--- src/rtl/tcode_pkg.sv ---
`timescale 1ns/1ps
package tcode_pkg;

   typedef enum logic [1:0] {
      SYM_BAD  = 2'd0,
      SYM_ZERO = 2'd1,
      SYM_ONE  = 2'd2,
      SYM_MARK = 2'd3
   } sym_t;

   localparam int SLOTS_PER_FRAME = 100;
   localparam int FIELD_BITS      = 30;

   typedef struct packed {
      logic [6:0] sec;
      logic [6:0] min;
      logic [5:0] hour;
      logic [9:0] day;
   } tod_t;

   // slots that carry time-of-day bits; pads and markers are skipped
   function automatic logic is_field_slot(input int s);
      return (s >= 1  && s <= 4)  || (s >= 6  && s <= 8)  ||
             (s >= 10 && s <= 13) || (s >= 15 && s <= 17) ||
             (s >= 20 && s <= 23) || (s >= 25 && s <= 26) ||
             (s >= 30 && s <= 33) || (s >= 35 && s <= 38) ||
             (s >= 40 && s <= 41);
   endfunction

   // bit 0 of the register holds the earliest field slot
   function automatic tod_t unpack_tod(input logic [FIELD_BITS-1:0] f);
      tod_t t;
      t.sec  = {f[6:4],   f[3:0]};
      t.min  = {f[13:11], f[10:7]};
      t.hour = {f[19:18], f[17:14]};
      t.day  = {f[29:28], f[27:24], f[23:20]};
      return t;
   endfunction

endpackage

--- src/rtl/tcode_line_sync.sv ---
`timescale 1ns/1ps
module tcode_line_sync #(
   parameter int STAGES = 2
) (
   input  logic clk,
   input  logic rst_n,
   input  logic line_in,
   output logic level,
   output logic rise,
   output logic fall
);

   generate
      if (STAGES < 2) begin : g_bad_stages
         $error("tcode_line_sync: STAGES must be at least 2");
      end
   endgenerate

   generate
      for (genvar i = 0; i < STAGES; i++) begin : g_stage
         logic q;
         if (i == 0) begin : g_head
            always_ff @(posedge clk or negedge rst_n) begin
               if (!rst_n) q <= 1'b0;
               else        q <= line_in;
            end
         end else begin : g_tail
            always_ff @(posedge clk or negedge rst_n) begin
               if (!rst_n) q <= 1'b0;
               else        q <= g_stage[i-1].q;
            end
         end
      end
   endgenerate

   assign level = g_stage[STAGES-2].q;
   assign rise  =  g_stage[STAGES-2].q & ~g_stage[STAGES-1].q;
   assign fall  = ~g_stage[STAGES-2].q &  g_stage[STAGES-1].q;

endmodule

--- src/rtl/tcode_pulse_classifier.sv ---
`timescale 1ns/1ps
module tcode_pulse_classifier
   import tcode_pkg::*;
#(
   parameter int CYC_PER_MS  = 50000,
   parameter int ZERO_MIN_MS = 1,
   parameter int ONE_MIN_MS  = 4,
   parameter int MARK_MIN_MS = 7,
   parameter int SAT_MS      = 12
) (
   input  logic clk,
   input  logic rst_n,
   input  logic level,
   input  logic rise,
   input  logic fall,
   output logic sym_stb,
   output sym_t sym
);

   localparam int SAT_CYC = SAT_MS * CYC_PER_MS;
   localparam int CW      = $clog2(SAT_CYC + 1);
   localparam logic [CW-1:0] SAT_V   = CW'(SAT_CYC);
   localparam logic [CW-1:0] ONE_V   = CW'(1);
   localparam logic [CW-1:0] TH_ZERO = CW'(ZERO_MIN_MS * CYC_PER_MS);
   localparam logic [CW-1:0] TH_ONE  = CW'(ONE_MIN_MS * CYC_PER_MS);
   localparam logic [CW-1:0] TH_MARK = CW'(MARK_MIN_MS * CYC_PER_MS);

   generate
      if (CYC_PER_MS < 1) begin : g_bad_rate
         $error("tcode_pulse_classifier: CYC_PER_MS must be positive");
      end
      if (!(ZERO_MIN_MS >= 1 && ZERO_MIN_MS < ONE_MIN_MS && ONE_MIN_MS < MARK_MIN_MS)) begin : g_bad_order
         $error("tcode_pulse_classifier: thresholds must ascend zero < one < marker");
      end
      if (SAT_MS <= MARK_MIN_MS) begin : g_bad_sat
         $error("tcode_pulse_classifier: SAT_MS must exceed MARK_MIN_MS");
      end
   endgenerate

   logic [CW-1:0] width_cnt;

   // restarts on each rising edge, runs while high, freezes at the fall
   always_ff @(posedge clk or negedge rst_n) begin
      if (!rst_n)                          width_cnt <= '0;
      else if (rise)                       width_cnt <= ONE_V;
      else if (level && width_cnt != SAT_V) width_cnt <= width_cnt + ONE_V;
   end

   always_ff @(posedge clk or negedge rst_n) begin
      if (!rst_n) begin
         sym_stb <= 1'b0;
         sym     <= SYM_BAD;
      end else begin
         sym_stb <= fall;
         if (fall) begin
            if      (width_cnt >= TH_MARK) sym <= SYM_MARK;
            else if (width_cnt >= TH_ONE)  sym <= SYM_ONE;
            else if (width_cnt >= TH_ZERO) sym <= SYM_ZERO;
            else                           sym <= SYM_BAD;
         end
      end
   end

endmodule

--- src/rtl/tcode_frame_tracker.sv ---
`timescale 1ns/1ps
module tcode_frame_tracker
   import tcode_pkg::*;
(
   input  logic clk,
   input  logic rst_n,
   input  logic sym_stb,
   input  sym_t sym,
   input  logic rise,
   output logic pps,
   output logic frame_valid,
   output tod_t tod
);

   localparam int SW = $clog2(SLOTS_PER_FRAME);
   localparam logic [SW-1:0] LAST_V = SW'(SLOTS_PER_FRAME - 1);
   localparam logic [SW-1:0] STEP_V = SW'(1);

   generate
      if (SLOTS_PER_FRAME != 100) begin : g_bad_slots
         $error("tcode_frame_tracker: slot digit logic assumes 100 slots");
      end
   endgenerate

   logic [SW-1:0]         slot, nxt_slot;
   logic [3:0]            ones, nxt_ones;
   logic                  locked, prev_mark, pps_arm;
   logic                  is_mark, dbl, exp_mark, bad;
   logic [FIELD_BITS-1:0] field_sr;

   always_comb begin
      nxt_slot = (slot == LAST_V) ? '0 : slot + STEP_V;
      nxt_ones = (ones == 4'd9) ? 4'd0 : ones + 4'd1;
      exp_mark = (nxt_ones == 4'd9) || (nxt_slot == '0);
      is_mark  = (sym == SYM_MARK);
      dbl      = is_mark & prev_mark;
      bad      = (sym == SYM_BAD) || (is_mark != exp_mark);
   end

   always_ff @(posedge clk or negedge rst_n) begin
      if (!rst_n) begin
         slot        <= '0;
         ones        <= '0;
         locked      <= 1'b0;
         prev_mark   <= 1'b0;
         pps_arm     <= 1'b0;
         pps         <= 1'b0;
         frame_valid <= 1'b0;
         field_sr    <= '0;
         tod         <= '0;
      end else begin
         pps <= 1'b0;
         if (rise && pps_arm) begin
            pps     <= 1'b1;
            pps_arm <= 1'b0;
         end
         if (sym_stb) begin
            prev_mark <= is_mark;
            if (dbl) begin
               // frame reference: realign to slot 0
               slot    <= '0;
               ones    <= '0;
               locked  <= 1'b1;
               pps_arm <= 1'b1;
               if (locked && nxt_slot != '0) frame_valid <= 1'b0;
            end else if (locked) begin
               if (bad) begin
                  locked      <= 1'b0;
                  frame_valid <= 1'b0;
               end else begin
                  slot <= nxt_slot;
                  ones <= nxt_ones;
                  if (is_field_slot(int'(nxt_slot)))
                     field_sr <= {sym == SYM_ONE, field_sr[FIELD_BITS-1:1]};
                  if (nxt_slot == LAST_V) begin
                     tod         <= unpack_tod(field_sr);
                     frame_valid <= 1'b1;
                  end
               end
            end
         end
      end
   end

endmodule

--- src/rtl/tcode_frame_decoder.sv ---
`timescale 1ns/1ps
module tcode_frame_decoder
   import tcode_pkg::*;
#(
   parameter int CYC_PER_MS  = 50000,
   parameter int ZERO_MIN_MS = 1,
   parameter int ONE_MIN_MS  = 4,
   parameter int MARK_MIN_MS = 7,
   parameter int SAT_MS      = 12,
   parameter int SYNC_STAGES = 2
) (
   input  logic       clk,
   input  logic       rst_n,
   input  logic       code_in,
   output logic       pps,
   output logic       frame_valid,
   output logic [6:0] sec_bcd,
   output logic [6:0] min_bcd,
   output logic [5:0] hour_bcd,
   output logic [9:0] day_bcd
);

   logic lvl, rise, fall, sym_stb;
   sym_t sym;
   tod_t tod;

   tcode_line_sync #(.STAGES(SYNC_STAGES)) u_sync (
      .clk     (clk),
      .rst_n   (rst_n),
      .line_in (code_in),
      .level   (lvl),
      .rise    (rise),
      .fall    (fall)
   );

   tcode_pulse_classifier #(
      .CYC_PER_MS  (CYC_PER_MS),
      .ZERO_MIN_MS (ZERO_MIN_MS),
      .ONE_MIN_MS  (ONE_MIN_MS),
      .MARK_MIN_MS (MARK_MIN_MS),
      .SAT_MS      (SAT_MS)
   ) u_class (
      .clk     (clk),
      .rst_n   (rst_n),
      .level   (lvl),
      .rise    (rise),
      .fall    (fall),
      .sym_stb (sym_stb),
      .sym     (sym)
   );

   tcode_frame_tracker u_track (
      .clk         (clk),
      .rst_n       (rst_n),
      .sym_stb     (sym_stb),
      .sym         (sym),
      .rise        (rise),
      .pps         (pps),
      .frame_valid (frame_valid),
      .tod         (tod)
   );

   assign sec_bcd  = tod.sec;
   assign min_bcd  = tod.min;
   assign hour_bcd = tod.hour;
   assign day_bcd  = tod.day;

endmodule

--- config.mk ---
export PLATFORM = sky130hd
export DESIGN_NAME = tcode_frame_decoder
export DESIGN_NICKNAME = d
export VERILOG_FILES = /design/src/rtl/tcode_pkg.sv /design/src/rtl/tcode_line_sync.sv /design/src/rtl/tcode_pulse_classifier.sv /design/src/rtl/tcode_frame_tracker.sv /design/src/rtl/tcode_frame_decoder.sv
export SDC_FILE = /design/constraint.sdc
export NUM_CORES = 1
export LEC_CHECK = 0
export BUFFER_PORTS_ARGS = -buffer_cell sky130_fd_sc_hd__buf_4
export CAP_MARGIN = 20
export CORE_ASPECT_RATIO = 1.75
export CORE_MARGIN = 3
export CORE_UTILIZATION = 31
export CTS_BUF_LIST = sky130_fd_sc_hd__clkbuf_16
export DETAILED_ROUTE_END_ITERATION = 12
export PLACE_DENSITY = 0.51
export SYNTH_ARGS = -nofsm -noshare
export SYNTH_HDL_FRONTEND = slang
export SYNTH_SLANG_ARGS = --single-unit
export TNS_END_PERCENT = 5
--- constraint.sdc ---
create_clock -name clk -period 6.06 [get_ports clk]
set_input_delay 0.303 -clock clk [delete_from_list [all_inputs] [get_ports clk]]
set_output_delay 0.303 -clock clk [all_outputs]
set_load 0.05 [all_outputs]
==> report_table.html <==
<table>
<tr><th>Metric</th><th>Value</th></tr>
<tr><th colspan="2">Place</th></tr>
<tr><td>Routability-driven placement congestion ratio</td><td>0.843</td></tr>
<tr><td>Placed wire-length estimate</td><td>7570 µm</td></tr>
<tr><td># port buffers</td><td>34</td></tr>
<tr><th colspan="2">Timing</th></tr>
<tr><td>Worst hold margin</td><td>0.0589 ns</td></tr>
<tr><td>Hold violation total from the final report</td><td>0</td></tr>
<tr><td>Shortest period the worst path allows</td><td>3.57 ns</td></tr>
<tr><td>Worst-case clock skew</td><td>0.00970 ns</td></tr>
<tr><td>Highest Clock Rate</td><td>280 MHz</td></tr>
<tr><td>Accumulated negative setup slack</td><td>0 ns</td></tr>
<tr><td>Transition time at the pin with the least slew margin</td><td>1.03 ns</td></tr>
<tr><td>Setup repair after global routing missed its margin</td><td>false</td></tr>
<tr><td>Final cycle utilization of the critical path</td><td>58.9%</td></tr>
<tr><td>Max-slew headroom</td><td>31.0%</td></tr>
<tr><td>Slew Viols, Final</td><td>0</td></tr>
<tr><td>Number of endpoints failing setup at the final stage</td><td>0</td></tr>
<tr><th colspan="2">Synthesis</th></tr>
<tr><td>EDFF count, synth</td><td>0</td></tr>
<tr><td>Most common library cells after synthesis</td><td>101 x sky130_fd_sc_hd__dfrtp_1, 60 x sky130_fd_sc_hd__mux2_4, 38 x sky130_fd_sc_hd__nor2_1</td></tr>
<tr><td>Number of nets produced by synthesis</td><td>469</td></tr>
<tr><td>Most common cell in the netlist</td><td>sky130_fd_sc_hd__dfrtp_1</td></tr>
<tr><td>Number of warning messages in the yosys log</td><td>0</td></tr>
<tr><td>Sequential area share after synthesis</td><td>46.8%</td></tr>
<tr><td>Post-Synthesis Cell Area</td><td>5400 µm²</td></tr>
<tr><td>Top-area cell type share of the netlist area</td><td>46.8%</td></tr>
<tr><td>Commonest register cell after synthesis</td><td>sky130_fd_sc_hd__dfrtp_1</td></tr>
<tr><td>Post-synthesis async set-or-reset flop share</td><td>100%</td></tr>
<tr><td>Mean instance size in the synthesized netlist</td><td>11.8 µm²</td></tr>
<tr><td>Largest cells by area after synthesis</td><td>sky130_fd_sc_hd__dfrtp_1 47%, sky130_fd_sc_hd__mux2_4 17%, sky130_fd_sc_hd__nor2_1 2.6%</td></tr>
<tr><td>Post-synthesis instance total</td><td>457</td></tr>
<tr><td>Number of different library cells in the post-synthesis netlist</td><td>71</td></tr>
<tr><td>Library cell occupying the most area in the post-synthesis netlist</td><td>sky130_fd_sc_hd__dfrtp_1</td></tr>
<tr><td>Number of register bits inferred by synthesis</td><td>101</td></tr>
<tr><th colspan="2">Critical path</th></tr>
<tr><td>Startpoint class of the critical path</td><td>flip-flop</td></tr>
<tr><td>Endpoint kind of the worst setup timing path</td><td>flip-flop</td></tr>
<tr><td>Largest fanout of any net on the critical path</td><td>30</td></tr>
<tr><td>WS Path Type</td><td>reg -&gt; reg</td></tr>
<tr><td>Critical Path AT</td><td>3.81 ns</td></tr>
<tr><td>Worst Path Required</td><td>6.30 ns</td></tr>
<tr><th colspan="2">Detailed routing</th></tr>
<tr><td>Total routed wirelength</td><td>11,100 µm</td></tr>
<tr><td>Count of antenna-violating nets left after detailed routing</td><td>0</td></tr>
<tr><td>Total DRC errors in the routed layout</td><td>0</td></tr>
<tr><td>Vias after detailed routing</td><td>3,557</td></tr>
<tr><td>Average wire per standard cell</td><td>15.6 µm</td></tr>
<tr><td>Pre-Repair DR Iteration Count</td><td>4</td></tr>
<tr><td>Vias per cell</td><td>4.99</td></tr>
<tr><td>Violation count after the first detailed-routing iteration</td><td>145</td></tr>
<tr><th colspan="2">Die</th></tr>
<tr><td>Die height</td><td>181 µm</td></tr>
<tr><td>Area of the core</td><td>17,000 µm²</td></tr>
<tr><td>Starting Density</td><td>31.7%</td></tr>
<tr><td>DIE AREA</td><td>19,100 µm²</td></tr>
<tr><td>Die extent in x</td><td>106 µm</td></tr>
<tr><td>Number of core rows</td><td>63</td></tr>
<tr><td>Num ports</td><td>35</td></tr>
<tr><th colspan="2">Layout</th></tr>
<tr><td>Final Net Count</td><td>493</td></tr>
<tr><td>Post-synthesis to final-layout area growth</td><td>13.2%</td></tr>
<tr><td>Filler instances</td><td>1,736</td></tr>
<tr><td>Antenna diode count</td><td>0</td></tr>
<tr><td>Fraction of final layout cells sized beyond drive strength 1</td><td>26.5%</td></tr>
<tr><th colspan="2">CTS</th></tr>
<tr><td>Buffer type at the clock tree root</td><td>sky130_fd_sc_hd__clkbuf_16</td></tr>
<tr><td>Number of buffers on the longest clock path</td><td>2</td></tr>
<tr><td>Clock net sink count</td><td>101</td></tr>
<tr><td>Number of clock buffers inserted by TritonCTS</td><td>9</td></tr>
<tr><td>Clock slew seen by the registers of the worst setup and hold paths</td><td>0.08 ns</td></tr>
<tr><td>Number of levels the H-tree was split into</td><td>3</td></tr>
<tr><td>Clock latency reported for the late side of the worst-skew pair</td><td>0.35 ns</td></tr>
<tr><td>CTS tree</td><td>yes</td></tr>
<tr><th colspan="2">Pwr</th></tr>
<tr><td>Internal power contribution</td><td>0.00106 W</td></tr>
<tr><td>Combinational cell fraction of total power</td><td>10.8%</td></tr>
<tr><td>Share of power burned in registers</td><td>49.1%</td></tr>
<tr><td>Leakage power summed over all cells</td><td>2.91 nW</td></tr>
<tr><td>Ratio of total power to cell area</td><td>242 nW/µm²</td></tr>
<tr><td>Clock network fraction of design power</td><td>40.1%</td></tr>
<tr><td>Switching share of total power</td><td>28.6%</td></tr>
<tr><td>Power consumption</td><td>0.00148 W</td></tr>
<tr><td>Maximum vdd ir drop</td><td>0.000151 V</td></tr>
<tr><td>Psw</td><td>0.000422 W</td></tr>
<tr><th colspan="2">GRT</th></tr>
<tr><td>Vias in the first global route</td><td>3,697</td></tr>
<tr><td>Antenna violations before repair</td><td>0</td></tr>
<tr><td>Global-route usage over all layers</td><td>12.3%</td></tr>
<tr><td>Wire length of the first global-routing pass</td><td>19,100 µm</td></tr>
<tr><td>GRT Residual Overflow</td><td>0</td></tr>
<tr><td>Pin count of the biggest net entering global routing</td><td>56</td></tr>
<tr><th colspan="2">Min path</th></tr>
<tr><td>Worst Hold Class</td><td>in -&gt; reg</td></tr>
<tr><th colspan="2">Status</th></tr>
<tr><td>Outcome</td><td>complete, no violations</td></tr>
<tr><th colspan="2">Flow run</th></tr>
<tr><td>Max_cap viols</td><td>0</td></tr>
</table>
==> routing by layer <==
layer  global-route usage (%)  wire [µm]  vias up
met5                        0          0        -
met4                     5.13        232        0
met3                     1.97        195       16
met2                     22.1       6020       38
met1                     14.5       4670     1810
li1                         -          -     1693
==> through the flow <==
step	util, %	cell area [µm²]	std cells	setup WS [ns]
after global placement	34.0	5790	696	2.60
after floorplan	-	5400	457	3.18
final	35.9	6120	713	2.49
after CTS	35.9	6120	713	2.56
after global routing	35.9	6120	713	2.19
after detailed placement	34.0	5790	696	2.57
==> cell type report <==
cell class,count,area (µm²),share of cell area [%]
clock inverter,7,86.3,1.41
tap,227,284,4.64
clock buffer,9,225,3.68
inverter,16,60.1,0.982
multi-input combinational,315,2650,43.2
sequential,101,2530,41.3
timing repair buffer,38,288,4.71
==> sequential cells by signal, indices dropped and copies added, names as in the netlist <==
register / flops
u_track.tod: 30
u_track.ones: 4
u_track.field_sr: 30
u_track.pps: 1
u_track.slot: 7
u_track.prev_mark: 1
u_sync.level: 1
u_track.pps_arm: 1
u_track.locked: 1
u_class.sym: 2
u_sync.g_stage.q: 1
u_class.sym_stb: 1
u_class.width_cnt: 20
u_track.frame_valid: 1
==> repair_timing <==
action,4_1_cts,5_1_grt
endpoints found under the hold margin,46,0
resized for setup,0,0
setup buffers,0,0
hold buffers,1,0
==> cells by family (layout without fill, tap and decap cells) <==
logic type / Yosys count / count (layout) / share of synthesized area, %
simple gates: 141 / 141 / 14.7
compound gates: 76 / 76 / 10.3
mux: 63 / 63 / 17.2
xor+xnor: 26 / 26 / 4.35
fa+ha+maj: 9 / 9 / 2.08
flops: 101 / 101 / 46.8
buf+inv: 41 / 70 / 4.58
==> placed cells by master, fill, tap and decap left out, types with 4 or more instances in the layout <==
| master | synthesis | routed |
|---|---|---|
| sky130_fd_sc_hd__dfrtp_1 | 101 | 101 |
| sky130_fd_sc_hd__nand2b_1 | 6 | 6 |
| sky130_fd_sc_hd__xnor2_1 | 9 | 9 |
| sky130_fd_sc_hd__and4_1 | 4 | 4 |
| sky130_fd_sc_hd__a21oi_1 | 13 | 13 |
| sky130_fd_sc_hd__nor3_1 | 4 | 4 |
| sky130_fd_sc_hd__and3_1 | 7 | 7 |
| sky130_fd_sc_hd__nor2b_1 | 5 | 5 |
| sky130_fd_sc_hd__nand4_1 | 10 | 10 |
| sky130_fd_sc_hd__buf_4 | 2 | 37 |
| sky130_fd_sc_hd__nand2_1 | 20 | 20 |
| sky130_fd_sc_hd__and2_1 | 4 | 4 |
| sky130_fd_sc_hd__nand3_1 | 14 | 14 |
| sky130_fd_sc_hd__xor2_1 | 16 | 16 |
| sky130_fd_sc_hd__o21ai_0 | 17 | 17 |
| sky130_fd_sc_hd__or3_1 | 4 | 4 |
| sky130_fd_sc_hd__nor4_1 | 5 | 5 |
| sky130_fd_sc_hd__nor2_1 | 38 | 38 |
| sky130_fd_sc_hd__a22o_1 | 4 | 4 |
| sky130_fd_sc_hd__a22o_2 | 4 | 4 |
| sky130_fd_sc_hd__clkbuf_16 | 0 | 9 |
| sky130_fd_sc_hd__inv_1 | 16 | 16 |
| sky130_fd_sc_hd__ha_1 | 9 | 9 |
| sky130_fd_sc_hd__mux2_4 | 60 | 60 |
==> worst max-delay path, cell delays in order, from the launching register on <==
cell and delay [ns]:
sky130_fd_sc_hd__dfrtp_1 0.70, sky130_fd_sc_hd__nand3_1 0.28, sky130_fd_sc_hd__or3_1 0.36, sky130_fd_sc_hd__a21oi_1 0.57
sky130_fd_sc_hd__nor4b_1 0.37, sky130_fd_sc_hd__nor3_1 0.15, sky130_fd_sc_hd__a41oi_4 0.16, sky130_fd_sc_hd__buf_4 0.49
sky130_fd_sc_hd__mux2_4 0.35
==> final timing paths <==
kind	from	endpoint	slack (ns)	depth (start not counted)
setup / recovery	u_track.slot[2]	u_track.field_sr[10]	2.49	8
hold / removal	code_in	u_sync.level	0.06	1
setup reg to reg	u_track.slot[2]	u_track.field_sr[10]	2.49	8
hold reg to reg	u_sync.level	u_sync.g_stage[1].q	0.48	0
max in group asynchronous	rst_n	u_track.frame_valid	4.44	3
min in group asynchronous	rst_n	u_track.tod[3]	0.49	2
==> power groups by stage <==
stage	registers (W)	clock network (W)	logic (W)
global placement	0.000738	0	0.000159
CTS	0.000726	0.000619	0.000161
floorplan	0.000722	0	0.000128
global route	0.000731	0.000641	0.000185
detailed placement	0.000739	0	0.000160
finish	0.000726	0.000593	0.000160
Note: power is estimated with default switching activity, not from simulation.
